===== src/rtl/adc_emu_pkg.sv =====
package adc_emu_pkg;

  // Phase of one chip-select framed transfer.
  typedef enum logic [1:0] {
    PH_IDLE = 2'd0,
    PH_RUN  = 2'd1,
    PH_DONE = 2'd2
  } phase_e;

  // Number of zero bits ahead of the result in every frame.
  localparam int LEAD_ZEROS = 4;

  // Serial clock falling edge on which track/hold returns to hold.
  localparam int HOLD_EDGE = 3;

  // Falling edges in a complete frame for a given resolution.
  function automatic int frame_len(input int res_bits);
    return res_bits + LEAD_ZEROS;
  endfunction

endpackage


===== src/rtl/adc_emu_rst_sync.sv =====
module adc_emu_rst_sync #(
  parameter int STAGES = 2
) (
  input  logic clk,
  input  logic rst_n,
  output logic rst_n_sync
);

  logic [STAGES-1:0] chain_q;
  logic [STAGES-1:0] chain_d;

  always_comb begin
    chain_d = {chain_q[STAGES-2:0], 1'b1};
  end

  always_ff @(posedge clk or negedge rst_n) begin
    if (!rst_n) begin
      chain_q <= '0;
    end else begin
      chain_q <= chain_d;
    end
  end

  assign rst_n_sync = chain_q[STAGES-1];

endmodule


===== src/rtl/adc_emu_edge.sv =====
module adc_emu_edge #(
  parameter int N = 2
) (
  input  logic         clk,
  input  logic         rst_n,
  input  logic [N-1:0] din,
  output logic [N-1:0] fell,
  output logic [N-1:0] rose
);

  // Each line idles high, so the previous value resets to 1.
  for (genvar i = 0; i < N; i++) begin : g_line
    logic prev_q;

    always_ff @(posedge clk or negedge rst_n) begin
      if (!rst_n) begin
        prev_q <= 1'b1;
      end else begin
        prev_q <= din[i];
      end
    end

    assign fell[i] = prev_q & ~din[i];
    assign rose[i] = ~prev_q & din[i];
  end

endmodule


===== src/rtl/adc_emu_seq.sv =====
module adc_emu_seq
  import adc_emu_pkg::*;
#(
  parameter int RES_BITS = 12
) (
  input  logic clk,
  input  logic rst_n,
  input  logic cs_fall,
  input  logic cs_rise,
  input  logic sc_fall,
  output logic load_word,
  output logic shift_word,
  output logic data_phase,
  output logic line_on,
  output logic tracking,
  output logic asleep
);

  localparam int FRAME_LEN = frame_len(RES_BITS);
  localparam int CNT_W     = $clog2(FRAME_LEN + 1);
  localparam logic [CNT_W-1:0] CNT_LAST = CNT_W'(FRAME_LEN);
  localparam logic [CNT_W-1:0] CNT_HOLD = CNT_W'(HOLD_EDGE);
  localparam logic [CNT_W-1:0] CNT_LEAD = CNT_W'(LEAD_ZEROS);
  localparam logic [CNT_W-1:0] CNT_ONE  = CNT_W'(1);

  phase_e           ph_q, ph_d;
  logic [CNT_W-1:0] cnt_q, cnt_d;
  logic             trk_q, trk_d;
  logic             upd_en;

  assign upd_en = cs_fall | cs_rise | sc_fall;

  always_comb begin
    ph_d       = ph_q;
    cnt_d      = cnt_q;
    trk_d      = trk_q;
    load_word  = 1'b0;
    shift_word = 1'b0;
    unique case (ph_q)
      PH_IDLE: begin
        if (cs_fall) begin
          ph_d  = PH_RUN;
          cnt_d = '0;
          trk_d = 1'b1;
        end
      end
      PH_RUN: begin
        if (cs_rise) begin
          ph_d  = PH_IDLE;
          trk_d = 1'b0;
        end else if (sc_fall) begin
          cnt_d = cnt_q + CNT_ONE;
          if (cnt_d == CNT_HOLD) begin
            trk_d     = 1'b0;
            load_word = 1'b1;
          end
          if ((cnt_d > CNT_LEAD) && (cnt_d < CNT_LAST)) begin
            shift_word = 1'b1;
          end
          if (cnt_d == CNT_LAST) begin
            ph_d = PH_DONE;
          end
        end
      end
      PH_DONE: begin
        if (cs_rise) begin
          ph_d = PH_IDLE;
        end
      end
      default: begin
        ph_d  = PH_IDLE;
        trk_d = 1'b0;
      end
    endcase
  end

  always_ff @(posedge clk or negedge rst_n) begin
    if (!rst_n) begin
      ph_q  <= PH_IDLE;
      cnt_q <= '0;
      trk_q <= 1'b0;
    end else if (upd_en) begin
      ph_q  <= ph_d;
      cnt_q <= cnt_d;
      trk_q <= trk_d;
    end
  end

  assign line_on    = (ph_q == PH_RUN);
  assign asleep     = (ph_q != PH_RUN);
  assign tracking   = trk_q;
  assign data_phase = (ph_q == PH_RUN) && (cnt_q >= CNT_LEAD);

endmodule


===== src/rtl/adc_emu_word.sv =====
module adc_emu_word #(
  parameter int W = 12
) (
  input  logic         clk,
  input  logic         rst_n,
  input  logic         load,
  input  logic         shift,
  input  logic [W-1:0] din,
  output logic         msb
);

  logic [W-1:0] word_q, word_d;
  logic         word_en;

  assign word_en = load | shift;

  always_comb begin
    word_d = word_q;
    if (load) begin
      word_d = din;
    end else if (shift) begin
      word_d = {word_q[W-2:0], 1'b0};
    end
  end

  always_ff @(posedge clk or negedge rst_n) begin
    if (!rst_n) begin
      word_q <= '0;
    end else if (word_en) begin
      word_q <= word_d;
    end
  end

  assign msb = word_q[W-1];

endmodule


===== src/rtl/adc_serial_emu.sv =====
module adc_serial_emu #(
  parameter int RES_BITS = 12
) (
  input  logic                clk,
  input  logic                rst_n,
  input  logic                cs_n,
  input  logic                sclk,
  input  logic [RES_BITS-1:0] sample,
  output logic                sdata,
  output logic                sdata_oe,
  output logic                track,
  output logic                pdown
);

  logic       rst_n_i;
  logic [1:0] fell_v, rose_v;
  logic       sclk_rise_unused;
  logic       load_w, shift_w, in_data, word_msb;

  adc_emu_rst_sync #(.STAGES(2)) u_rst (
    .clk        (clk),
    .rst_n      (rst_n),
    .rst_n_sync (rst_n_i)
  );

  // bit 1: chip select, bit 0: serial clock
  adc_emu_edge #(.N(2)) u_edge (
    .clk   (clk),
    .rst_n (rst_n_i),
    .din   ({cs_n, sclk}),
    .fell  (fell_v),
    .rose  (rose_v)
  );

  assign sclk_rise_unused = rose_v[0];

  adc_emu_seq #(.RES_BITS(RES_BITS)) u_seq (
    .clk        (clk),
    .rst_n      (rst_n_i),
    .cs_fall    (fell_v[1]),
    .cs_rise    (rose_v[1]),
    .sc_fall    (fell_v[0]),
    .load_word  (load_w),
    .shift_word (shift_w),
    .data_phase (in_data),
    .line_on    (sdata_oe),
    .tracking   (track),
    .asleep     (pdown)
  );

  adc_emu_word #(.W(RES_BITS)) u_word (
    .clk   (clk),
    .rst_n (rst_n_i),
    .load  (load_w),
    .shift (shift_w),
    .din   (sample),
    .msb   (word_msb)
  );

  assign sdata = in_data & word_msb;

endmodule


===== config.mk =====
export PLATFORM = sky130hd
export DESIGN_NAME = adc_serial_emu
export DESIGN_NICKNAME = d
export VERILOG_FILES = /design/src/rtl/adc_emu_pkg.sv /design/src/rtl/adc_emu_rst_sync.sv /design/src/rtl/adc_emu_edge.sv /design/src/rtl/adc_emu_seq.sv /design/src/rtl/adc_emu_word.sv /design/src/rtl/adc_serial_emu.sv
export SDC_FILE = /design/constraint.sdc
export NUM_CORES = 1
export LEC_CHECK = 0
export CORE_UTILIZATION = 26
export DETAILED_ROUTE_END_ITERATION = 8
export DONT_BUFFER_PORTS = 1
export GPL_TIMING_DRIVEN = 0
export PLACE_DENSITY = 0.49
export SYNTH_ARGS = -nofsm -noshare
export SYNTH_HDL_FRONTEND = slang
export SYNTH_SLANG_ARGS = --single-unit

===== constraint.sdc =====
create_clock -name clk -period 1.4 [get_ports clk]
set_input_delay 0.28 -clock clk [delete_from_list [all_inputs] [get_ports clk]]
set_output_delay 0.28 -clock clk [all_outputs]
set_load 0.03 [all_outputs]

**Yosys cells after proc, flatten, opt, wreduce, memory -nomap -nowiden**

Cells that the tools add are included.

- Flip-flop bits (word level): 24
- Bits of input ports: 16
- Output and inout bits: 4
- Word-level logic and storage cells: 68

- $add $sub $neg: 1
- Magnitude comparators: 3
- Eq/ne operators: 12
- Mux-type cells: 25
- Bitwise logic cells: 11
- Reductions and logical operators: 9

Operators with widths:

| operator | count |
|---|---|
| 12-bit two-way mux | 2 |
| 5-bit two-way mux | 3 |
| 5-bit AND reduction | 3 |
| 1-bit two-way mux | 12 |
| 2-bit two-way mux | 5 |
| 5-bit one-hot mux with 2 select lines | 1 |
| 3-bit by 1-bit inequality test with 1-bit output, second input constant | 3 |
| 2-bit by 1-bit inequality test with 1-bit output, second input constant | 4 |
| 2-bit one-hot mux with 3 select lines | 1 |
| 5-bit by 1-bit adder with 5-bit output, second input constant | 1 |
| 5-bit by 2-bit == test with 1-bit output, second input constant | 1 |
| 5-bit == test, second input constant | 1 |
| 5-bit by 3-bit >= comparator with 1-bit output, second input constant | 1 |
| 5-bit by 3-bit greater-than comparator with 1-bit output, second input constant | 1 |
| 5-bit less-than comparator, second input constant | 1 |
| 1-bit AND | 4 |
| 1-bit NOT | 4 |
| 2-bit nonzero test | 2 |
| 1-bit OR | 3 |
| 1-bit one-hot mux with 3 select lines | 1 |
| 2-bit by 1-bit == test with 1-bit output, second input constant | 1 |
| 2-bit == test, second input constant | 1 |
| 1-bit logical AND | 2 |
| 2-bit logical NOT | 1 |
| other kinds (2) | 2 |

**Longest topological paths before layout**

Gate-level depths: netlist (run 1).

- Depth in word-level cells: 9
- Mapped depth: 8
- Gate-level depth less buffers: 7

**By module**

A second synthesis (run 1) with hierarchy kept.

- Cell total of the unflattened synthesis: 124
- Area total of the unflattened synthesis: 1263.7 um2

Modules (own cells, without submodules):

| module | times used | cells an instance | area an instance (um2) | sequential area each (um2) |
|---|---|---|---|---|
| adc_emu_seq | 1 | 63 | 569.3 | 200.2 |
| adc_emu_word | 1 | 51 | 546.8 | 300.3 |
| adc_emu_edge | 1 | 6 | 87.6 | 52.6 |
| adc_emu_rst_sync | 1 | 3 | 53.8 | 50.0 |
| adc_serial_emu | 1 | 1 | 6.3 | 0.0 |

**Worst setup path after synthesis (run 1)**

Ideal clock, no wire load.

- Path kind: reg-to-reg
- Start point: register u_seq.cnt_q[0]
- End point: register u_word.word_q[4]
- Library setup time: 0.126 ns
- Arrival: 2.120 ns
- Required time: 1.274 ns
- Setup slack: -0.846 ns
- Cell stages (with the launch flop): 9
- Path buffers: 2
- Clock period less this slack: 2.246 ns
- Cell sequence: dfrtp_1 ha_1 buf_2 or4b_1 o31ai_1 nand3_1 and2_1 buf_2 a221o_1

- Cells in the longest elaborated chain, start to end: 9
- Elaborated cells on any way between the ends: 17
- Those cells by class: add/sub (1); order compare (2); eq/ne (1); mux (9); bitwise (1); reduce/logical (3)

RTL lines:

| what | RTL line | source |
|---|---|---|
| start: declaration | adc_emu_seq.sv:27 | `logic [CNT_W-1:0] cnt_q, cnt_d;` |
| start signal: assignment | adc_emu_seq.sv:84 | `cnt_q <= cnt_d;` |
| 5-bit by 1-bit adder with 5-bit output (*) | adc_emu_seq.sv:52 | `cnt_d = cnt_q + CNT_ONE;` |
| 5-bit by 3-bit greater-than comparator with 1-bit output or 5-bit less-than comparator (tied branches) | adc_emu_seq.sv:57 | `if ((cnt_d > CNT_LEAD) && (cnt_d < CNT_LAST)) begin` |
| 1-bit logical AND | adc_emu_seq.sv:57 |  |
| 1-bit two-way mux | adc_emu_seq.sv:57 |  |
| 1-bit two-way mux | adc_emu_seq.sv:51 | `end else if (sc_fall) begin` |
| 1-bit two-way mux | adc_emu_seq.sv:48 | `if (cs_rise) begin` |
| 1-bit two-way mux | adc_emu_seq.sv:39 | `unique case (ph_q)` |
| 2-bit nonzero test (no source line) or 1-bit OR (tied branches) | n/a |  |
| 2-bit AND reduction (no source line) | n/a |  |
| end signal: assignment | adc_emu_word.sv:30 | `word_q <= word_d;` |
| end: declaration | adc_emu_word.sv:12 | `logic [W-1:0] word_q, word_d;` |

Mark *: on every way between the ends. The rest lies on a longest branch, timed or not.
A chain may end at the register's enable or synchronous reset.

**Worst setup path after layout (run 1)**

- Start point: register u_seq.cnt_q[2]
- End point: register u_seq.ph_q[1]

- Cells in the longest elaborated chain, start to end: 4

RTL lines:

| what | RTL line | source |
|---|---|---|
| 5-bit by 1-bit adder with 5-bit output | adc_emu_seq.sv:52 |  |
| 5-bit == test | adc_emu_seq.sv:60 | `if (cnt_d == CNT_LAST) begin` |
| 3-bit by 1-bit inequality test with 1-bit output (no source line) | n/a |  |
| 5-bit AND reduction (no source line) | n/a |  |
| end signal: assignment | adc_emu_seq.sv:83 | `ph_q <= ph_d;` |
| end: declaration | adc_emu_seq.sv:26 | `phase_e ph_q, ph_d;` |

Every way passes these cells.

==> flow_summary.ini, run 1 <==
[status]
status = finished, violations left
violations = negative setup slack

[worst_hold_path]
min_from = sample[7]
hold_end = u_word.word_q[7]
hold_depth = 2
hold_path.class = in -> reg

[worst_setup_path]
critPathMaxFanout = 10
criticalPathCategory = reg -> reg
rr_worst_depth = 5
required_ns = 1.61
reg2reg_slack_ns = -0.67
crit_path_end_kind = register
cp-startpoint = u_seq.cnt_q[2]
r2r_end = u_seq.ph_q[1]
start_kind = register
cp.arrival_ns = 2.28
r2r_start = u_seq.cnt_q[2]

[layout]
area_growth_pct = 48.41
final_cell_mix = dfrtp_1, buf_4, inv_1
stdcell_area_um2 = 1922
fin_nets = 190
antenna_cells = 0
layout_commonest_cell = dfrtp_1
fin_cells = 234
drive_above_1_share_pct = 44.91

[power]
vdd_drop_max_uv = 590.0
p_sw_share_pct = 37.96
power_density_nw_per_um2 = 1403
clock_power_share_pct = 15.6
cellLeakagePower_nw = 0.8494
p_seq_share_pct = 41.3
p_switching_mw = 1.024
power_frac_comb_pct = 43.1
p_int_mw = 1.673

[placed_design]
dp_hpwl_mm = 2.033
pre_cts_ws_ns = -1.058
place_inst = 203
place.gp.congestion = 0.7279
portBuffers = 0
place_area_um2 = 1434

[logic_synthesis]
ys_async_sr_fraction_pct = 100.0
synth_nets = 158
syn-cell-area_um2 = 1295
yosysUniqueCellTypes = 37
synth_warnings = 0
ys_ff_latch = 24
ys_seq_area_share_pct = 46.57
postSynthAreaPerCell_um2 = 9.522
synth_edf_count = 0
synthFlopType = dfrtp_1
synthCells = 136

[route]
dr.pass1.iters = 4
vias = 1124
antenna_left = 0
drt_iter0_drc = 32
routed_wl_mm = 3.436
wl_per_cell_um = 14.68
avgViaCountPerCell = 4.803
drc = 0

[clocking]
insertion_delay_ns = 0.26
clkSinkCount = 24
htree_num_levels = 1
clockBufferDepth = 2
cts_root_buffer = clkbuf_8
clk_pin_slew_ns = 0.08
cts_tree = yes
numCtsBuffers = 3

[timing]
period_needed_ns = 2.075
clock.fmax_mhz = 482.0
relSlewSlack_pct = 37.07
skew_ns = 0.002562
finalSetupViolCount = 22
rsz0062_at_grt = yes
finalHoldViolCount = 0
period_share_pct = 148.2
maxSlewViolCount = 0
worstMarginPinSlew_ns = 0.9440
fin_hold_ws_ns = 0.1188
fin_ws_ns = -0.6746

[floorplanning]
die_h_um = 72.58
coreArea_um2 = 4755
ioPinCount = 20
rows = 25
die_w_um = 72.58
start_util_pct = 27.24
fp.dieArea_um2 = 5267

[grt]
antenna_found_initial = 0
grt_max_degree = 23
grt_pass1_wl_mm = 5.430
grt_usage_pct = 13.36
grt-ovfl-total = 0
grt_pass1_vias = 1181

[job]
drv_cap = 0
[logic make-up (layout without fill, tap and decap cells)]
kind of cell / count (synthesis) / count (layout) / synth area share (%)
simple gates: 43 / 43 / 17.30
mux: 4 / 4 / 3.092
xor+xnor: 3 / 3 / 2.609
other cells: 1 / 1 / 0.2896
fa+ha+maj: 6 / 6 / 5.797
compound gates: 36 / 36 / 17.97
buf+inv: 19 / 50 / 6.377
flops: 24 / 24 / 46.57
[repair_timing]
| action | CTS | global route |
|---|---|---|
| hold buffers | 3 | 0 |
| resized for setup | 36 | 20 |
| pin swaps | 18 | 4 |
| hold endpoints to repair | 4 | 0 |
| endpoints found under the setup margin | 22 | 22 |
| cloned | 1 | 1 |
| buffers inserted | 18 | 6 |
[per-stage QoR]
step | total power, mW | util (%) | TNS [ns]
after CTS | 2.587 | 37.53 | -9.316
after detailed placement | 1.815 | 30.16 | -13.43
after global routing | 2.880 | 40.42 | -11.35
after floorplan | 1.644 | - | -9.150
final | 2.697 | 40.42 | -9.852
after global placement | 1.778 | 30.16 | -12.73
[worst max-delay path, cell delays in order (launching register included)]
cell,delay (ns)
dfrtp_1,0.42
buf_2,0.21
or3_2,0.47
a2111o_1,0.44
or4_1,0.41
nand2_1,0.08
[synth_stat cells, types with 2 or more instances]
cell | instances | area, µm²
dfrtp_1 | 22 | 550.5
inv_1 | 13 | 48.80
o21ai_0 | 12 | 60.06
nand2_1 | 11 | 41.29
nor2_1 | 8 | 30.03
a21oi_1 | 7 | 35.03
nand3_1 | 7 | 35.03
ha_1 | 6 | 75.07
mux2i_1 | 4 | 40.04
nand2b_1 | 4 | 25.02
o22ai_1 | 4 | 25.02
a221o_1 | 3 | 30.03
buf_2 | 3 | 15.01
or3_1 | 3 | 18.77
a22o_1 | 2 | 17.52
clkbuf_1 | 2 | 7.510
dfstp_2 | 2 | 52.55
nand4_1 | 2 | 12.51
o31ai_1 | 2 | 15.01
xnor2_1 | 2 | 17.52
[power groups by stage]
stage          sequential, mW  clock [mW]  combinational (mW)
2_1_floorplan            1.06           0               0.582
3_3_place_gp             1.11           0               0.666
3_5_place_dp             1.12           0               0.695
4_1_cts                  1.09       0.436                1.06
5_1_grt                  1.14       0.473                1.26
6_report                 1.11       0.420                1.16
[worst max-delay path by stage]
stage	cells past startpoint	to
2_1_floorplan	8	u_word.word_q[4]
6_report	5	u_seq.ph_q[1]
5_1_grt	6	u_seq.ph_q[1]
3_3_place_gp	8	u_word.word_q[4]
3_5_place_dp	8	u_word.word_q[4]
4_1_cts	6	u_seq.ph_q[1]
[state kept, by name, summed over array words and instances (netlist names)]
register              flops
u_seq.cnt_q               5
u_seq.ph_q                2
u_seq.tracking            1
u_edge.g_line.prev_q      2
u_rst.chain_q             2
u_word.word_q            12
[layout make-up]
| class | instances | area, µm² |
|---|---|---|
| Buffer | 4 | 45.04 |
| Clock buffer | 4 | 45.04 |
| Fill cell | 472 | 2833 |
| Inverter | 13 | 51.30 |
| Multi-Input combinational cell | 93 | 827.0 |
| Sequential cell | 24 | 605.6 |
| Tap cell | 67 | 83.83 |
| Timing Repair Buffer | 29 | 264.0 |
[routing by layer]
metal  GRT usage (%)  share of wire, %
met1           16.24                43
met2           23.16                53
met3           3.039               4.0
met4           4.793              0.93
met5               0                 0
No activity file was read; power rests on OpenSTA's default activity.
==> run 2, diff against run 1 <==
--- a/config.mk
+++ b/config.mk
@@ -7,3 +7,3 @@
 export LEC_CHECK = 0
-export CORE_UTILIZATION = 26
+export CORE_UTILIZATION = 40
 export DETAILED_ROUTE_END_ITERATION = 8
@@ -11,3 +11,3 @@
 export GPL_TIMING_DRIVEN = 0
-export PLACE_DENSITY = 0.49
+export PLACE_DENSITY = 0.64
 export SYNTH_ARGS = -nofsm -noshare
==> constraint.sdc (replaced) <==
create_clock -name clk -period 1.4 [get_ports clk]
set_input_delay 0.07 -clock clk [delete_from_list [all_inputs] [get_ports clk]]
set_output_delay 0.07 -clock clk [all_outputs]
set_load 0.03 [all_outputs]
==> flow_summary.ini, run 2 (synthesized netlist as in run 1, its figures left out) <==
[worst_setup_path]
crit_path_end_kind = register
criticalPathCategory = reg -> reg
start_kind = register
critPathMaxFanout = 10
required_ns = 1.67
cp.arrival_ns = 2.38

[floorplanning]
fp.dieArea_um2 = 3469
coreArea_um2 = 3053
die_w_um = 58.90
die_h_um = 58.90
rows = 20
ioPinCount = 20
start_util_pct = 42.42

[layout]
area_growth_pct = 56.14
reg.largest.list = u_word.word_q: 12 flops, u_seq.cnt_q: 5 flops
max_flop_register = u_word.word_q
fin_cells = 223
drive_above_1_share_pct = 43.02
final_cell_mix = dfrtp_1, buf_4, dlygate4sd3_1
antenna_cells = 0
fin_nets = 202
fill_cells = 239
layout_commonest_cell = dfrtp_1
largest_reg_flops = 12

[timing]
period_share_pct = 151.2
relSlewSlack_pct = 40.26
rsz0062_at_grt = yes
worstMarginPinSlew_ns = 0.8962
skew_ns = 0.005928
period_needed_ns = 2.117
finalHoldViolCount = 0
fin_ws_ns = -0.7168
clock.fmax_mhz = 472.4
finalSetupViolCount = 21
maxSlewViolCount = 0

[route]
drt_iter0_drc = 60
routed_wl_mm = 3.497
wl_per_cell_um = 15.68
vias = 1220
avgViaCountPerCell = 5.471
drc = 0
dr.pass1.iters = 4
antenna_left = 0

[power]
p_sw_share_pct = 39.06
cellLeakagePower_nw = 0.8963
clock_power_share_pct = 13.5
vdd_drop_max_uv = 660.8
p_switching_mw = 1.063
p_int_mw = 1.658
totalPowerFinal_mw = 2.721
power_density_nw_per_um2 = 1346
power_frac_comb_pct = 45.5
p_seq_share_pct = 41.0

[placed_design]
place_inst = 180
portBuffers = 0
dp_hpwl_mm = 1.854
place.gp.congestion = 0.8088

[clocking]
htree_num_levels = 1
cts_root_buffer = clkbuf_4
cts_tree = yes
clockBufferDepth = 2
numCtsBuffers = 3
insertion_delay_ns = 0.32
clkSinkCount = 24
clk_pin_slew_ns = 0.13

[grt]
grt_pass1_wl_mm = 5.561
grt-ovfl-total = 0
grt_usage_pct = 21.73
grt_max_degree = 23
antenna_found_initial = 0
grt_pass1_vias = 1188

[worst_hold_path]
hold_path.class = in -> reg

[job]
drv_cap = 0

[status]
violations = negative setup slack
status = finished, violations left
-- run 2: cell count changes in the layout (fill, tap and decap cells not counted), moves of 2 or more --
cell           change
buf_6              +2
clkbuf_8           -2
o21ai_2            +2
dlygate4sd3_1     +13
buf_4              -2
nand3_1            -2
a21oi_2            -3
clkbuf_4           +3
a21oi_1            +3
o21ai_1            -2
-- run 2: power groups by stage --
stage | clock network, mW | registers (mW) | logic (mW)
finish | 0.368 | 1.11 | 1.24
global route | 0.400 | 1.14 | 1.34
CTS | 0.383 | 1.10 | 1.12
detailed placement | 0 | 1.12 | 0.693
global placement | 0 | 1.11 | 0.669
floorplan | 0 | 1.07 | 0.589
-- run 2: worst paths after layout --
| kind | from | cells after the start | to | slack (ns) |
|---|---|---|---|---|
| worst max-delay path | u_seq.cnt_q[2] | 5 | u_seq.ph_q[1] | -0.72 |
| worst min-delay path | cs_n | 4 | u_seq.cnt_q[2] | 0.08 |
| worst max register to register | u_seq.cnt_q[2] | 5 | u_seq.ph_q[1] | -0.72 |
| worst min register to register | u_rst.chain_q[0] | 0 | u_rst.chain_q[1] | 0.37 |
| max in group asynchronous | u_rst.chain_q[1] | 0 | u_seq.cnt_q[0] | 0.42 |
| min in group asynchronous | u_rst.chain_q[1] | 0 | u_seq.cnt_q[4] | 0.38 |
-- run 2: routing by layer --
metal	up-vias	GRT usage (%)	share of wire, %
li1	565	-	-
met1	595	24.86	41
met2	43	38.31	51
met3	17	5.495	4.1
met4	0	9.184	3.8
met5	-	0	0
-- run 2: critical path: stages (launching register included) --
cell	delay (ns)
dfrtp_1	0.44
buf_2	0.22
or3_2	0.47
a2111o_1	0.45
or4_1	0.41
nand2_1	0.08
-- run 2: final cells by class --
type	count	area, µm²	area share, %
Buffer	4	45.04	2.228
Clock buffer	4	36.28	1.795
Inverter	13	55.05	2.723
Multi-Input combinational cell	93	843.3	41.71
Sequential cell	24	605.6	29.95
Tap cell	44	55.05	2.723
Timing Repair Buffer	41	381.6	18.87
-- run 2: through the flow --
stage / setup TNS (ns) / setup slack (ns) / hold slack [ns] / utilization (%) / area, µm²
6_report: -10.41 / -0.7168 / 0.07676 / 66.23 / 2022
5_1_grt: -11.69 / -0.7544 / 0.07578 / 66.23 / 2022
4_1_cts: -9.446 / -0.6854 / 0.09689 / 63.03 / 1924
3_5_place_dp: -12.09 / -1.009 / -0.2255 / 46.64 / 1424
3_3_place_gp: -11.71 / -1.015 / -0.2255 / 46.64 / 1424
2_1_floorplan: -8.695 / -0.7785 / -0.2256 / - / 1369
-- run 2: repair_timing --
item / 4_1_cts / 5_1_grt
hold buffers: 16 / 0
setup endpoints to repair: 22 / 22
endpoints found under the hold margin: 16 / 0
buffers inserted: 20 / 4
pin swaps: 8 / 14
gates resized for setup: 37 / 18
gates cloned: 1 / 1
